### config.mk
export PLATFORM = sky130hd
export DESIGN_NAME = prio_irq_ctrl
export DESIGN_NICKNAME = d
export VERILOG_FILES = /design/src/rtl/irq_pkg.sv /design/src/rtl/irq_pend.sv /design/src/rtl/irq_prio_table.sv /design/src/rtl/irq_arbiter.sv /design/src/rtl/prio_irq_ctrl.sv
export SDC_FILE = /design/constraint.sdc
export NUM_CORES = 1
export LEC_CHECK = 0
export BUFFER_PORTS_ARGS = -buffer_cell sky130_fd_sc_hd__buf_2
export CAP_MARGIN = 20
export CORE_MARGIN = 2
export CORE_UTILIZATION = 50
export CTS_CLUSTER_DIAMETER = 40
export DETAILED_ROUTE_END_ITERATION = 10
export PLACE_DENSITY = 0.72
export SLEW_MARGIN = 20
export SYNTH_ARGS = -nofsm -noshare
export SYNTH_HDL_FRONTEND = slang
export SYNTH_SLANG_ARGS = --single-unit
### constraint.sdc
create_clock -name clk -period 9.2 [get_ports clk]
set_clock_uncertainty 0.15 [all_clocks]
set_input_delay 0.92 -clock clk [delete_from_list [all_inputs] [get_ports clk]]
set_output_delay 0.92 -clock clk [all_outputs]
set_load 0.02 [all_outputs]
### src/rtl/irq_pkg.sv
package irq_pkg;
  typedef enum logic [1:0] {
    CLS_NONE     = 2'd0,
    CLS_TRAP     = 2'd1,
    CLS_XREQ     = 2'd2,
    CLS_MASKABLE = 2'd3
  } irq_class_e;
endpackage

### src/rtl/irq_pend.sv
module irq_pend #(
  parameter int ID_W     = 4,
  parameter int N_PERIPH = 8,
  parameter logic [N_PERIPH-1:0] NO_EN_MASK = '0,
  parameter int SWI_ID   = 15,
  parameter int ILL_ID   = 14,
  parameter int XIRQ_ID  = 13,
  localparam int N_IDS   = 1 << ID_W
) (
  input  logic                clk,
  input  logic                rst,
  input  logic [N_PERIPH-1:0] periph_flag,
  input  logic [N_PERIPH-1:0] periph_en,
  input  logic                raise_swi,
  input  logic                raise_ill,
  input  logic                raise_xreq,
  input  logic                clr_en,
  input  logic [ID_W-1:0]     clr_id,
  output logic [N_IDS-1:0]    pend
);
  logic [N_IDS-1:0] set_vec;
  logic [N_IDS-1:0] clr_vec;

  // Per-id request sources; ids that are neither a peripheral nor a trap stay idle.
  for (genvar g = 0; g < N_IDS; g++) begin : g_src
    if (g == SWI_ID) begin : g_swi
      assign set_vec[g] = raise_swi;
    end else if (g == ILL_ID) begin : g_ill
      assign set_vec[g] = raise_ill;
    end else if (g == XIRQ_ID) begin : g_x
      assign set_vec[g] = raise_xreq;
    end else if (g < N_PERIPH) begin : g_per
      assign set_vec[g] = periph_flag[g] & (periph_en[g] | NO_EN_MASK[g]);
    end else begin : g_none
      assign set_vec[g] = 1'b0;
    end
    assign clr_vec[g] = clr_en && (clr_id == ID_W'(g));
  end

  // A fresh raise in the clearing cycle wins over the clear.
  always_ff @(posedge clk) begin
    if (rst) pend <= '0;
    else     pend <= (pend & ~clr_vec) | set_vec;
  end
endmodule

### src/rtl/irq_prio_table.sv
module irq_prio_table #(
  parameter int ID_W = 4,
  localparam int N_IDS = 1 << ID_W
) (
  input  logic                  clk,
  input  logic                  rst,
  input  logic                  we,
  input  logic [ID_W-1:0]       widx,
  input  logic [ID_W-1:0]       wval,
  output logic [N_IDS*ID_W-1:0] tbl_flat
);
  // All entries are read in parallel by the arbiter, so storage is flops.
  always_ff @(posedge clk) begin
    if (rst) begin
      for (int k = 0; k < N_IDS; k++) tbl_flat[k*ID_W +: ID_W] <= ID_W'(k);
    end else if (we) begin
      tbl_flat[widx*ID_W +: ID_W] <= wval;
    end
  end
endmodule

### src/rtl/irq_arbiter.sv
module irq_arbiter
  import irq_pkg::*;
#(
  parameter int ID_W    = 4,
  parameter int SWI_ID  = 15,
  parameter int ILL_ID  = 14,
  parameter int XIRQ_ID = 13,
  localparam int N_IDS  = 1 << ID_W
) (
  input  logic [N_IDS-1:0]      pend,
  input  logic [N_IDS*ID_W-1:0] tbl_flat,
  input  logic                  mask_i,
  input  logic                  mask_x,
  output logic                  hit,
  output logic [ID_W-1:0]       win_id,
  output irq_class_e            win_cls
);
  localparam logic [ID_W-1:0] SWI_L  = ID_W'(SWI_ID);
  localparam logic [ID_W-1:0] ILL_L  = ID_W'(ILL_ID);
  localparam logic [ID_W-1:0] XIRQ_L = ID_W'(XIRQ_ID);

  logic            m_hit;
  logic [ID_W-1:0] m_id;
  logic [ID_W-1:0] ent;

  // Walk the table from the bottom up so the lowest matching entry is kept.
  always_comb begin
    m_hit = 1'b0;
    m_id  = '0;
    ent   = '0;
    for (int k = N_IDS - 1; k >= 0; k--) begin
      ent = tbl_flat[k*ID_W +: ID_W];
      if (pend[ent] && ent != SWI_L && ent != ILL_L && ent != XIRQ_L) begin
        m_hit = 1'b1;
        m_id  = ent;
      end
    end
  end

  always_comb begin
    hit     = 1'b1;
    win_id  = '0;
    win_cls = CLS_NONE;
    if (pend[SWI_L]) begin
      win_id = SWI_L; win_cls = CLS_TRAP;
    end else if (pend[ILL_L]) begin
      win_id = ILL_L; win_cls = CLS_TRAP;
    end else if (pend[XIRQ_L] && !mask_x) begin
      win_id = XIRQ_L; win_cls = CLS_XREQ;
    end else if (!mask_i && m_hit) begin
      win_id = m_id; win_cls = CLS_MASKABLE;
    end else begin
      hit = 1'b0;
    end
  end
endmodule

### src/rtl/prio_irq_ctrl.sv
module prio_irq_ctrl
  import irq_pkg::*;
#(
  parameter int ID_W      = 4,
  parameter int N_PERIPH  = 8,
  parameter logic [N_PERIPH-1:0] NO_EN_MASK = 8'hC0,
  parameter int SWI_ID    = 15,
  parameter int ILL_ID    = 14,
  parameter int XIRQ_ID   = 13,
  parameter int ADDR_W    = 16,
  parameter logic [ADDR_W-1:0] VEC_BASE = 16'hFFC0,
  parameter int STALL_CYC = 14,
  parameter int STALL_W   = 5,
  localparam int N_IDS    = 1 << ID_W
) (
  input  logic                clk,
  input  logic                rst,
  input  logic [N_PERIPH-1:0] periph_flag,
  input  logic [N_PERIPH-1:0] periph_en,
  input  logic                raise_swi,
  input  logic                raise_ill,
  input  logic                raise_xreq,
  input  logic                mask_i,
  input  logic                mask_x,
  input  logic                insn_bnd,
  input  logic                tbl_we,
  input  logic [ID_W-1:0]     tbl_idx,
  input  logic [ID_W-1:0]     tbl_val,
  output logic                irq_valid,
  output logic [ID_W-1:0]     irq_id,
  output logic [ADDR_W-1:0]   vec_addr,
  output logic                set_i,
  output logic                set_x,
  output logic [STALL_W-1:0]  stall_cyc
);
  logic [N_IDS-1:0]      pend;
  logic [N_IDS*ID_W-1:0] tbl_flat;
  logic                  hit;
  logic [ID_W-1:0]       win_id;
  irq_class_e            win_cls;
  logic                  take;

  assign take = insn_bnd && hit;

  irq_pend #(
    .ID_W(ID_W), .N_PERIPH(N_PERIPH), .NO_EN_MASK(NO_EN_MASK),
    .SWI_ID(SWI_ID), .ILL_ID(ILL_ID), .XIRQ_ID(XIRQ_ID)
  ) u_pend (
    .clk(clk), .rst(rst), .periph_flag(periph_flag), .periph_en(periph_en),
    .raise_swi(raise_swi), .raise_ill(raise_ill), .raise_xreq(raise_xreq),
    .clr_en(take), .clr_id(win_id), .pend(pend)
  );

  irq_prio_table #(.ID_W(ID_W)) u_tbl (
    .clk(clk), .rst(rst), .we(tbl_we), .widx(tbl_idx), .wval(tbl_val),
    .tbl_flat(tbl_flat)
  );

  irq_arbiter #(
    .ID_W(ID_W), .SWI_ID(SWI_ID), .ILL_ID(ILL_ID), .XIRQ_ID(XIRQ_ID)
  ) u_arb (
    .pend(pend), .tbl_flat(tbl_flat), .mask_i(mask_i), .mask_x(mask_x),
    .hit(hit), .win_id(win_id), .win_cls(win_cls)
  );

  always_ff @(posedge clk) begin
    if (rst || !take) begin
      irq_valid <= 1'b0;
      irq_id    <= '0;
      vec_addr  <= '0;
      set_i     <= 1'b0;
      set_x     <= 1'b0;
      stall_cyc <= '0;
    end else begin
      irq_valid <= 1'b1;
      irq_id    <= win_id;
      vec_addr  <= VEC_BASE + ADDR_W'({win_id, 1'b0});
      set_x     <= (win_cls == CLS_XREQ);
      set_i     <= (win_cls != CLS_XREQ);
      stall_cyc <= STALL_W'(STALL_CYC);
    end
  end
endmodule

==> metrics.txt, run 1 <==
total CTS buffers=9; DIE HEIGHT=122.0 um; Routed Wire Length=21250 um; share of cells above drive strength 1=0.1613; cell with the most instances after synthesis=sky130_fd_sc_hd__nor2_1; number of cells on the worst hold path=1; Critical path destination=u_pend.pend[5]$_SDFF_PP0_; clock transition at the registers of the reported paths=0.07 ns; via count of the first global-routing pass=5903; library cell occupying the most area in the post-synthesis netlist=sky130_fd_sc_hd__dfxtp_1; Hold Slack=0.3793 ns; capturing point of the worst reg2reg path=u_pend.pend[5]$_SDFF_PP0_; CTS hold repair buffers=0; post-CTS repair timing setup buffer count=0; Area growth, synth to finish=6.019%; number of standard-cell rows in the floorplan=43; Met1 Wirelength=9284 um; leakage power summed over all cells=0.002964 uW; Routed met3 length=1899 um; fin area=7383 um^2; overall power=979.5 uW; initial antenna violation count=0; count of nets after finishing=867; TritonCTS sink count=88; Std-Cell Core Area=13720 um^2; DIE AREA=14890 um^2; YS warnings=0; vias=6758; Max Slew Vio Count=0; count of flip-flops with a built-in enable after synthesis=0; endpoint kind of the worst setup timing path=flop; sequential area share after synthesis=0.2530; Synth top cells by count=sky130_fd_sc_hd__nor2_1, sky130_fd_sc_hd__dfxtp_1, sky130_fd_sc_hd__nand2_1; Syn Std Cell Area=6964 um^2; worst endpoint data arrival time=4.59 ns; Sequential cell area=1762 um^2; Area contributors post-synth=sky130_fd_sc_hd__dfxtp_1, sky130_fd_sc_hd__mux4_2, sky130_fd_sc_hd__mux2i_1; Cell Pwr Density=132.7 nW/um^2; count of final hold-check violations=0; final worst-path cycle share=0.4959; startpoint class of the critical path=flop; worst voltage drop across the vdd grid=0.1171 mV; RSZ-0062 raised after global routing=false; DRC viols=0; effective utilization at floorplan=0.5076; # IOs=61; synthesized flop and latch total=88; largest stage delay on the critical path=0.80 ns; detailed-router iteration count before antenna repair=5; Synth Area per Inst=8.271 um^2; Setup-failing EPs final=0; uppermost layer routed=met4; fmax=219.2 MHz; setup TNS=0 ns; Clock H-tree levels=3; max-slew headroom at the worst pin=0.3158; maxcap violations=0; Reg-to-Reg Start=u_pend.pend[5]$_SDFF_PP0_; status=completed; R2R Setup Slk=4.64 ns; Synth Flop Type=sky130_fd_sc_hd__dfxtp_1; root cell of the clock tree=sky130_fd_sc_hd__clkbuf_16; DP Wirelength=14670 um; final weighted congestion in routability-driven placement=1.013; wire length on met2=9229 um; share of synthesized flip-flops with an asynchronous set or reset=0; detail-routed via count per cell=6.645; R2R depth=9; total cell area at the placement stage=7096 um^2; chip width=122.0 um; Antenna Cells=0; maximum net fanout on the critical path=18; global-route wire length before repair=32410 um; number of fillers in the final layout=1331; area share of the largest cell type after synthesis=0.2530; min cycle time layout=4.562 ns; average routed wire per standard cell=20.89 um; CTS tree=yes; number of buffers on the longest clock path=2; GRT Overall Usage=0.2851; slowest cell on the critical path=sky130_fd_sc_hd__a222oi_1; Clk Latency, worst-skew pair=0.36 ns; pin count of the biggest net entering global routing=84; Cell variety after synth=79; required time of the critical path=9.23 ns; # port buffers=54; critical path, cell by cell=mux4_2, nand2b_1, a32oi_1, and4b_1, and4bb_1, a21oi_2, a311o_1, a222oi_1, a311oi_1; path class of the lowest-slack min-delay path=flop to flop; iteration-0 DRC count of the detailed router=824; worst-margin pin slew=1.025 ns; post-cts resize count=0; total gr overflow=0; Crit. Startpoint=u_pend.pend[5]$_SDFF_PP0_; worst setup path category=flop to flop; number of routed nets with antenna violations=0; area of the multi-input gates=4696 um^2; Syn Inst Count=842
==> registers in the layout, indices dropped and copies added, names as in the netlist <==
signal and count:
stall_cyc 1, set_x 1, set_i 1, irq_id 3
u_pend.pend 16, vec_addr 2, u_tbl.tbl_flat 64
==> cells by family after synthesis <==
| group | after synthesis | synth area share |
|---|---|---|
| flip-flops | 88 | 0.2530 |
| AND/OR/NAND/NOR | 307 | 0.2185 |
| buffers and inverters | 113 | 0.07438 |
| XOR/XNOR | 1 | 0.001258 |
| adder cells (fa/ha/maj) | 2 | 0.003593 |
| AO/OA/AOI/OAI | 223 | 0.2346 |
| other | 1 | 0.0005385 |
| multiplexers | 107 | 0.2142 |
==> final cells by class <==
cell class                 count  area share
multi-input combinational    644      0.6360
sequential                    88      0.2386
timing repair buffer          57     0.03965
clock buffer                   9     0.03050
tap                          180     0.03050
inverter                      32     0.01627
clock inverter                 7    0.008473
==> per-stage QoR <==
stage               worst slack [ns]  utilization  instances
global placement               4.830       0.5172       1001
finish                         4.638       0.5382       1017
detailed placement             4.792       0.5172       1001
global route                   4.596       0.5382       1017
floorplan                      5.765            -        845
CTS                            4.762       0.5382       1017
==> critical path, delay by kind of cell (launching register included) <==
kind               cells  cell delay, ns
muxes                  1            0.60
AOI/OAI and AO/OA      5            2.20
and+or+nand+nor        3            0.79
DFF                    1            0.63
==> where the power goes <==
group | total (uW) | leakage, uW | internal (uW) | switching (uW)
logic | 197 | 0.00212 | 80.2 | 117
registers | 424 | 0.000716 | 392 | 31.8
clock network | 359 | 0.000132 | 188 | 170
==> layer usage <==
layer / GRT usage / vias to the layer above
li1: - / 3112
met1: 0.3995 / 3203
met2: 0.4288 / 376
met3: 0.04869 / 67
met4: 0.1300 / 0
met5: 0 / -
==> cells in the final DEF, fill, tap and decap left out, drive strengths merged, types with 10 or more instances in the layout <==
master	count
nand2b	21
nand2	61
o21ai	27
mux4	32
nor3b	12
mux2i	59
nor2b	15
nor3	16
buf	57
inv	34
a21oi	48
dfxtp	88
a211o	35
nor2	112
mux2	16
nand3	13
a311oi	10
and3	13
==> worst min-delay path by stage <==
stage / start / endpoint / slack [ns]
2_1_floorplan: u_tbl.tbl_flat[59]$_SDFFE_PP1P_ / u_tbl.tbl_flat[59]$_SDFFE_PP1P_ / 0.31
5_1_grt: u_tbl.tbl_flat[51]$_SDFFE_PP1P_ / u_tbl.tbl_flat[51]$_SDFFE_PP1P_ / 0.40
4_1_cts: u_tbl.tbl_flat[51]$_SDFFE_PP1P_ / u_tbl.tbl_flat[51]$_SDFFE_PP1P_ / 0.37
3_3_place_gp: u_tbl.tbl_flat[59]$_SDFFE_PP1P_ / u_tbl.tbl_flat[59]$_SDFFE_PP1P_ / 0.33
3_5_place_dp: u_tbl.tbl_flat[51]$_SDFFE_PP1P_ / u_tbl.tbl_flat[51]$_SDFFE_PP1P_ / 0.35
6_report: u_tbl.tbl_flat[59]$_SDFFE_PP1P_ / u_tbl.tbl_flat[59]$_SDFFE_PP1P_ / 0.38
(Power assumes the default switching activity.)
==> run 2: changes to the inputs <==
--- a/config.mk
+++ b/config.mk
@@ -11,7 +11,7 @@
 export CORE_UTILIZATION = 50
 export CTS_CLUSTER_DIAMETER = 40
 export DETAILED_ROUTE_END_ITERATION = 10
-export PLACE_DENSITY = 0.72
+export PLACE_DENSITY = 0.74
 export SLEW_MARGIN = 20
 export SYNTH_ARGS = -nofsm -noshare
 export SYNTH_HDL_FRONTEND = slang
==> constraint.sdc (replaced) <==
create_clock -name clk -period 3.8 [get_ports clk]
set_clock_uncertainty 0.15 [all_clocks]
set_input_delay 0.38 -clock clk [delete_from_list [all_inputs] [get_ports clk]]
set_output_delay 0.38 -clock clk [all_outputs]
set_load 0.02 [all_outputs]
==> metrics.txt, run 2 (synthesis gave the netlist of run 1 again) <==
status=completed; global-route wire length before repair=34770 um; leading cell types in the layout, fill and taps excluded=sky130_fd_sc_hd__nor2_1, sky130_fd_sc_hd__dfxtp_1, sky130_fd_sc_hd__buf_4; DIE AREA=14890 um^2; clock transition at the registers of the reported paths=0.06 ns; CTS tree=yes; # port buffers=54; startpoint class of the critical path=flop; worst slack at placement=0.1035 ns; most common library cell in the layout ignoring fill and taps=sky130_fd_sc_hd__nor2_1; maximum net fanout on the critical path=9; chip width=122.0 um; Antenna Cells=0; number of fillers in the final layout=1244; Clk Latency, worst-skew pair=0.35 ns; R2R depth=11; number of cells on the worst hold path=3; root cell of the clock tree=sky130_fd_sc_hd__clkbuf_16; pin count of the biggest net entering global routing=48; initial antenna violation count=0; total cell area at the placement stage=7589 um^2; iteration-0 DRC count of the detailed router=905; Max Slew Vio Count=0; DRC viols=0; Std-Cell Core Area=13720 um^2; number of routed nets with antenna violations=0; average routed wire per standard cell=20.89 um; overall power=2543 uW; Clock H-tree levels=3; total gr overflow=0; largest registers ranked by flip-flop count=u_tbl.tbl_flat x64, u_pend.pend x16, irq_id x3; CTS hold repair buffers=0; setup TNS=0 ns; # IOs=61; path class of the lowest-slack min-delay path=input port to flop; leakage power summed over all cells=0.003322 uW; share of cells above drive strength 1=0.2289; fmax=273.2 MHz; total CTS buffers=9; max-slew headroom at the worst pin=0.4654; worst voltage drop across the vdd grid=0.2128 mV; via count of the first global-routing pass=6161; TritonCTS sink count=88; count of nets after finishing=931; Routed Wire Length=22560 um; worst setup path category=flop to flop; RSZ-0062 raised after global routing=false; number of standard-cell rows in the floorplan=43; GRT Overall Usage=0.3082; Hold Slack=0.1269 ns; vias=6935; Worst Setup Slack, final=0.1391 ns; number of buffers on the longest clock path=2; endpoint kind of the worst setup timing path=flop; DP Wirelength=16740 um; effective utilization at floorplan=0.5076; Largest Register=u_tbl.tbl_flat; DIE HEIGHT=122.0 um; final weighted congestion in routability-driven placement=1.012; Cell Pwr Density=320.3 nW/um^2; worst-margin pin slew=0.7945 ns; count of final hold-check violations=0; final worst-path cycle share=0.9634; Setup-failing EPs final=0; detail-routed via count per cell=6.421; Area growth, synth to finish=14.00%; fin area=7939 um^2; min cycle time layout=3.661 ns; max reg flops=64; required time of the critical path=3.86 ns; maxcap violations=0; detailed-router iteration count before antenna repair=8; worst endpoint data arrival time=3.72 ns
run 2: cell count changes in the layout (fill, tap and decap cells not counted), moves of 2 or more:
cell	before	now
sky130_fd_sc_hd__inv_8	2	0
sky130_fd_sc_hd__dfxtp_1	88	82
sky130_fd_sc_hd__bufinv_16	0	2
sky130_fd_sc_hd__clkinvlp_4	3	0
sky130_fd_sc_hd__dfxtp_2	0	6
sky130_fd_sc_hd__clkbuf_8	0	2
sky130_fd_sc_hd__buf_4	3	66
run 2: final timing paths:
kind | startpoint | to | slack, ns
worst max register to register | u_pend.pend[7]$_SDFF_PP0_ | u_pend.pend[1]$_SDFF_PP0_ | 0.14
worst min-delay path | raise_swi | u_pend.pend[15]$_SDFF_PP0_ | 0.13
worst max-delay path | u_pend.pend[7]$_SDFF_PP0_ | u_pend.pend[1]$_SDFF_PP0_ | 0.14
worst min register to register | u_tbl.tbl_flat[59]$_SDFFE_PP1P_ | u_tbl.tbl_flat[59]$_SDFFE_PP1P_ | 0.37
run 2: cell type report:
| class | instances | area (um^2) | share of cell area |
|---|---|---|---|
| multi-input combinational | 644 | 4708 | 0.5931 |
| inverter | 32 | 120.1 | 0.01513 |
| clock inverter | 4 | 77.57 | 0.009771 |
| tap | 180 | 225.2 | 0.02837 |
| clock buffer | 11 | 252.7 | 0.03184 |
| timing repair buffer | 121 | 785.8 | 0.09898 |
| sequential | 88 | 1769 | 0.2229 |
run 2: repair_timing:
| action | 4_1_cts | 5_1_grt |
|---|---|---|
| resized for setup | 0 | 9 |
| setup buffers | 0 | 0 |
| endpoints found under the setup margin | 0 | 16 |
run 2: power breakdown:
part,leakage [uW],switching [uW],total [uW],internal [uW]
clock,0.000162,370,980,610
combinational,0.00244,325,561,236
sequential,0.000716,52.2,1000,949
total,0.00332,747,2540,1800
run 2: per-layer routing:
| metal | up-vias | global-route usage | routed length (um) | share of wire |
|---|---|---|---|---|
| li1 | 3244 | - | - | - |
| met4 | 0 | 0.1214 | 712 | 0.032 |
| met1 | 3279 | 0.4227 | 9511 | 0.42 |
| met3 | 52 | 0.04869 | 2156 | 0.096 |
| met5 | - | 0 | 0 | 0 |
| met2 | 360 | 0.4860 | 10180 | 0.45 |
run 2: critical path, stage by stage, from the launching register on:
cell and delay [ns]:
sky130_fd_sc_hd__dfxtp_1 0.46, sky130_fd_sc_hd__buf_4 0.26, sky130_fd_sc_hd__mux4_2 0.45, sky130_fd_sc_hd__nand2b_1 0.18, sky130_fd_sc_hd__a22oi_1 0.27, sky130_fd_sc_hd__buf_4 0.19
sky130_fd_sc_hd__o311ai_0 0.17, sky130_fd_sc_hd__a221oi_1 0.44, sky130_fd_sc_hd__nand3_1 0.24, sky130_fd_sc_hd__a222oi_1 0.41, sky130_fd_sc_hd__buf_4 0.21, sky130_fd_sc_hd__a311oi_1 0.08
run 2: metrics by stage:
| stage | std cells | util |
|---|---|---|
| global route | 1080 | 0.5787 |
| floorplan | 845 | - |
| global placement | 1065 | 0.5531 |
| detailed placement | 1065 | 0.5531 |
| finish | 1080 | 0.5787 |
| CTS | 1080 | 0.5772 |
==> run 3: changes to the inputs <==
--- a/config.mk
+++ b/config.mk
@@ -11,7 +11,7 @@
 export CORE_UTILIZATION = 50
 export CTS_CLUSTER_DIAMETER = 40
 export DETAILED_ROUTE_END_ITERATION = 10
-export PLACE_DENSITY = 0.74
+export PLACE_DENSITY = 0.71
 export SLEW_MARGIN = 20
 export SYNTH_ARGS = -nofsm -noshare
 export SYNTH_HDL_FRONTEND = slang
==> metrics.txt, run 3 (synthesis gave the netlist of run 1 again) <==
global-route wire length before repair=35070 um; share of cells above drive strength 1=0.2343; Clk Latency, worst-skew pair=0.35 ns; maximum net fanout on the critical path=9; pin count of the biggest net entering global routing=37; via count of the first global-routing pass=6356; average routed wire per standard cell=20.84 um; count of nets after finishing=939; chip width=122.0 um; Antenna Cells=0; # port buffers=54; Area growth, synth to finish=14.57%; TritonCTS sink count=88; Largest Register=u_tbl.tbl_flat; clock transition at the registers of the reported paths=0.06 ns; root cell of the clock tree=sky130_fd_sc_hd__clkbuf_16; critical path's most frequent cell=sky130_fd_sc_hd__buf_4; Crit. Startpoint=u_pend.pend[8]$_SDFF_PP0_; final weighted congestion in routability-driven placement=0.9545; DRC viols=0; total gr overflow=0; # IOs=61; endpoint kind of the worst setup timing path=flop; post-CTS repair timing setup buffer count=0; min cycle time layout=3.612 ns; critical path, cell by cell=buf_4, mux2_2, mux4_2, mux2i_1, o211ai_1, or3_1, o221a_2, buf_4, a21bo_2, nor3b_1, buf_4, a41oi_1; leakage power summed over all cells=0.003344 uW; number of routed nets with antenna violations=0; detailed-router iteration count before antenna repair=5; Std-Cell Core Area=13720 um^2; total CTS buffers=9; final worst-path cycle share=0.9505; most common library cell in the layout ignoring fill and taps=sky130_fd_sc_hd__nor2_1; path class of the lowest-slack min-delay path=input port to flop; worst endpoint data arrival time=3.67 ns; number of buffers on the longest clock path=2; largest registers ranked by flip-flop count=u_tbl.tbl_flat x64, u_pend.pend x16, irq_id x3; CTS hold repair buffers=0; cell family with most CP delay=multiplexers; startpoint class of the critical path=flop; CTS tree=yes; DIE HEIGHT=122.0 um; Max Slew Vio Count=0; Cell Pwr Density=303.4 nW/um^2; overall power=2420 uW; fmax=276.9 MHz; setup TNS=0 ns; number of fillers in the final layout=1275; worst hold start=periph_flag[6]; max reg flops=64; leading cell types in the layout, fill and taps excluded=sky130_fd_sc_hd__nor2_1, sky130_fd_sc_hd__dfxtp_1, sky130_fd_sc_hd__buf_4; Buffers & Inverters on Critical Path=3; DIE AREA=14890 um^2; number of standard-cell rows in the floorplan=43; RSZ-0062 raised after global routing=false; status=completed; effective utilization at floorplan=0.5076; worst setup path category=flop to flop; initial antenna violation count=0; slowest cell on the critical path=sky130_fd_sc_hd__mux4_2; required time of the critical path=3.86 ns; max-slew headroom at the worst pin=0.4706; Clock H-tree levels=3; DP Wirelength=17090 um; Reg-to-Reg Start=u_pend.pend[8]$_SDFF_PP0_; GRT Overall Usage=0.3115; worst voltage drop across the vdd grid=0.3531 mV; count of final hold-check violations=0; Setup-failing EPs final=0; detail-routed via count per cell=6.410; maxcap violations=0; vias=6980; worst-margin pin slew=0.7940 ns; iteration-0 DRC count of the detailed router=953; Routed Wire Length=22690 um; largest stage delay on the critical path=0.48 ns
==> run 3: what timing repair did <==
| action | 4_1_cts | 5_1_grt |
|---|---|---|
| hold endpoints to repair | 0 | 0 |
| gates resized for setup | 0 | 8 |
| endpoints found under the setup margin | 0 | 14 |
==> run 3: worst register-to-register path: cells and delay by family, from the launching register on <==
family          cells  cell delay (ns)
simple gates        2             0.67
compound gates      4             0.87
flops               1             0.34
mux                 3             0.96
buf+inv             3             0.49
==> run 3: area by class of cell <==
cell class | count | area [um^2] | area share
timing repair buffer | 129 | 870.8 | 0.1091
inverter | 32 | 120.1 | 0.01505
tap | 180 | 225.2 | 0.02823
sequential | 88 | 1767 | 0.2214
clock inverter | 5 | 41.29 | 0.005175
multi-input combinational | 644 | 4712 | 0.5906
clock buffer | 11 | 242.7 | 0.03042
==> run 3: stage by stage <==
step                      cell area, um^2  hold WS (ns)  utilization  setup slack (ns)  std cells
after global routing                 7979        0.1452       0.5816           0.04746       1089
after detailed placement             7674        0.3374       0.5593            0.1299       1073
final                                7979        0.1419       0.5816            0.1880       1089
after floorplan                      6975        0.3095            -            0.3648        845
after CTS                            7958        0.1356       0.5800           0.08214       1089
after global placement               7674        0.3311       0.5593           0.08963       1073
==> run 3: power breakdown <==
part | switching, uW | internal (uW)
Clock | 385 | 467
Sequential | 51.4 | 949
Combinational | 324 | 244
==> run 3: layer usage <==
layer	routed length, um	global-route usage
met1	9469	0.4233
met2	10320	0.4934
met3	2186	0.05384
met4	717	0.1221
met5	0	0
==> run 3: worst paths after layout <==
path         slack, ns                               to  depth (start not counted)
max               0.19        u_pend.pend[3]$_SDFF_PP0_                         12
min               0.14        u_pend.pend[6]$_SDFF_PP0_                          3
max reg2reg       0.19        u_pend.pend[3]$_SDFF_PP0_                         12
min reg2reg       0.35  u_tbl.tbl_flat[59]$_SDFFE_PP1P_                          1
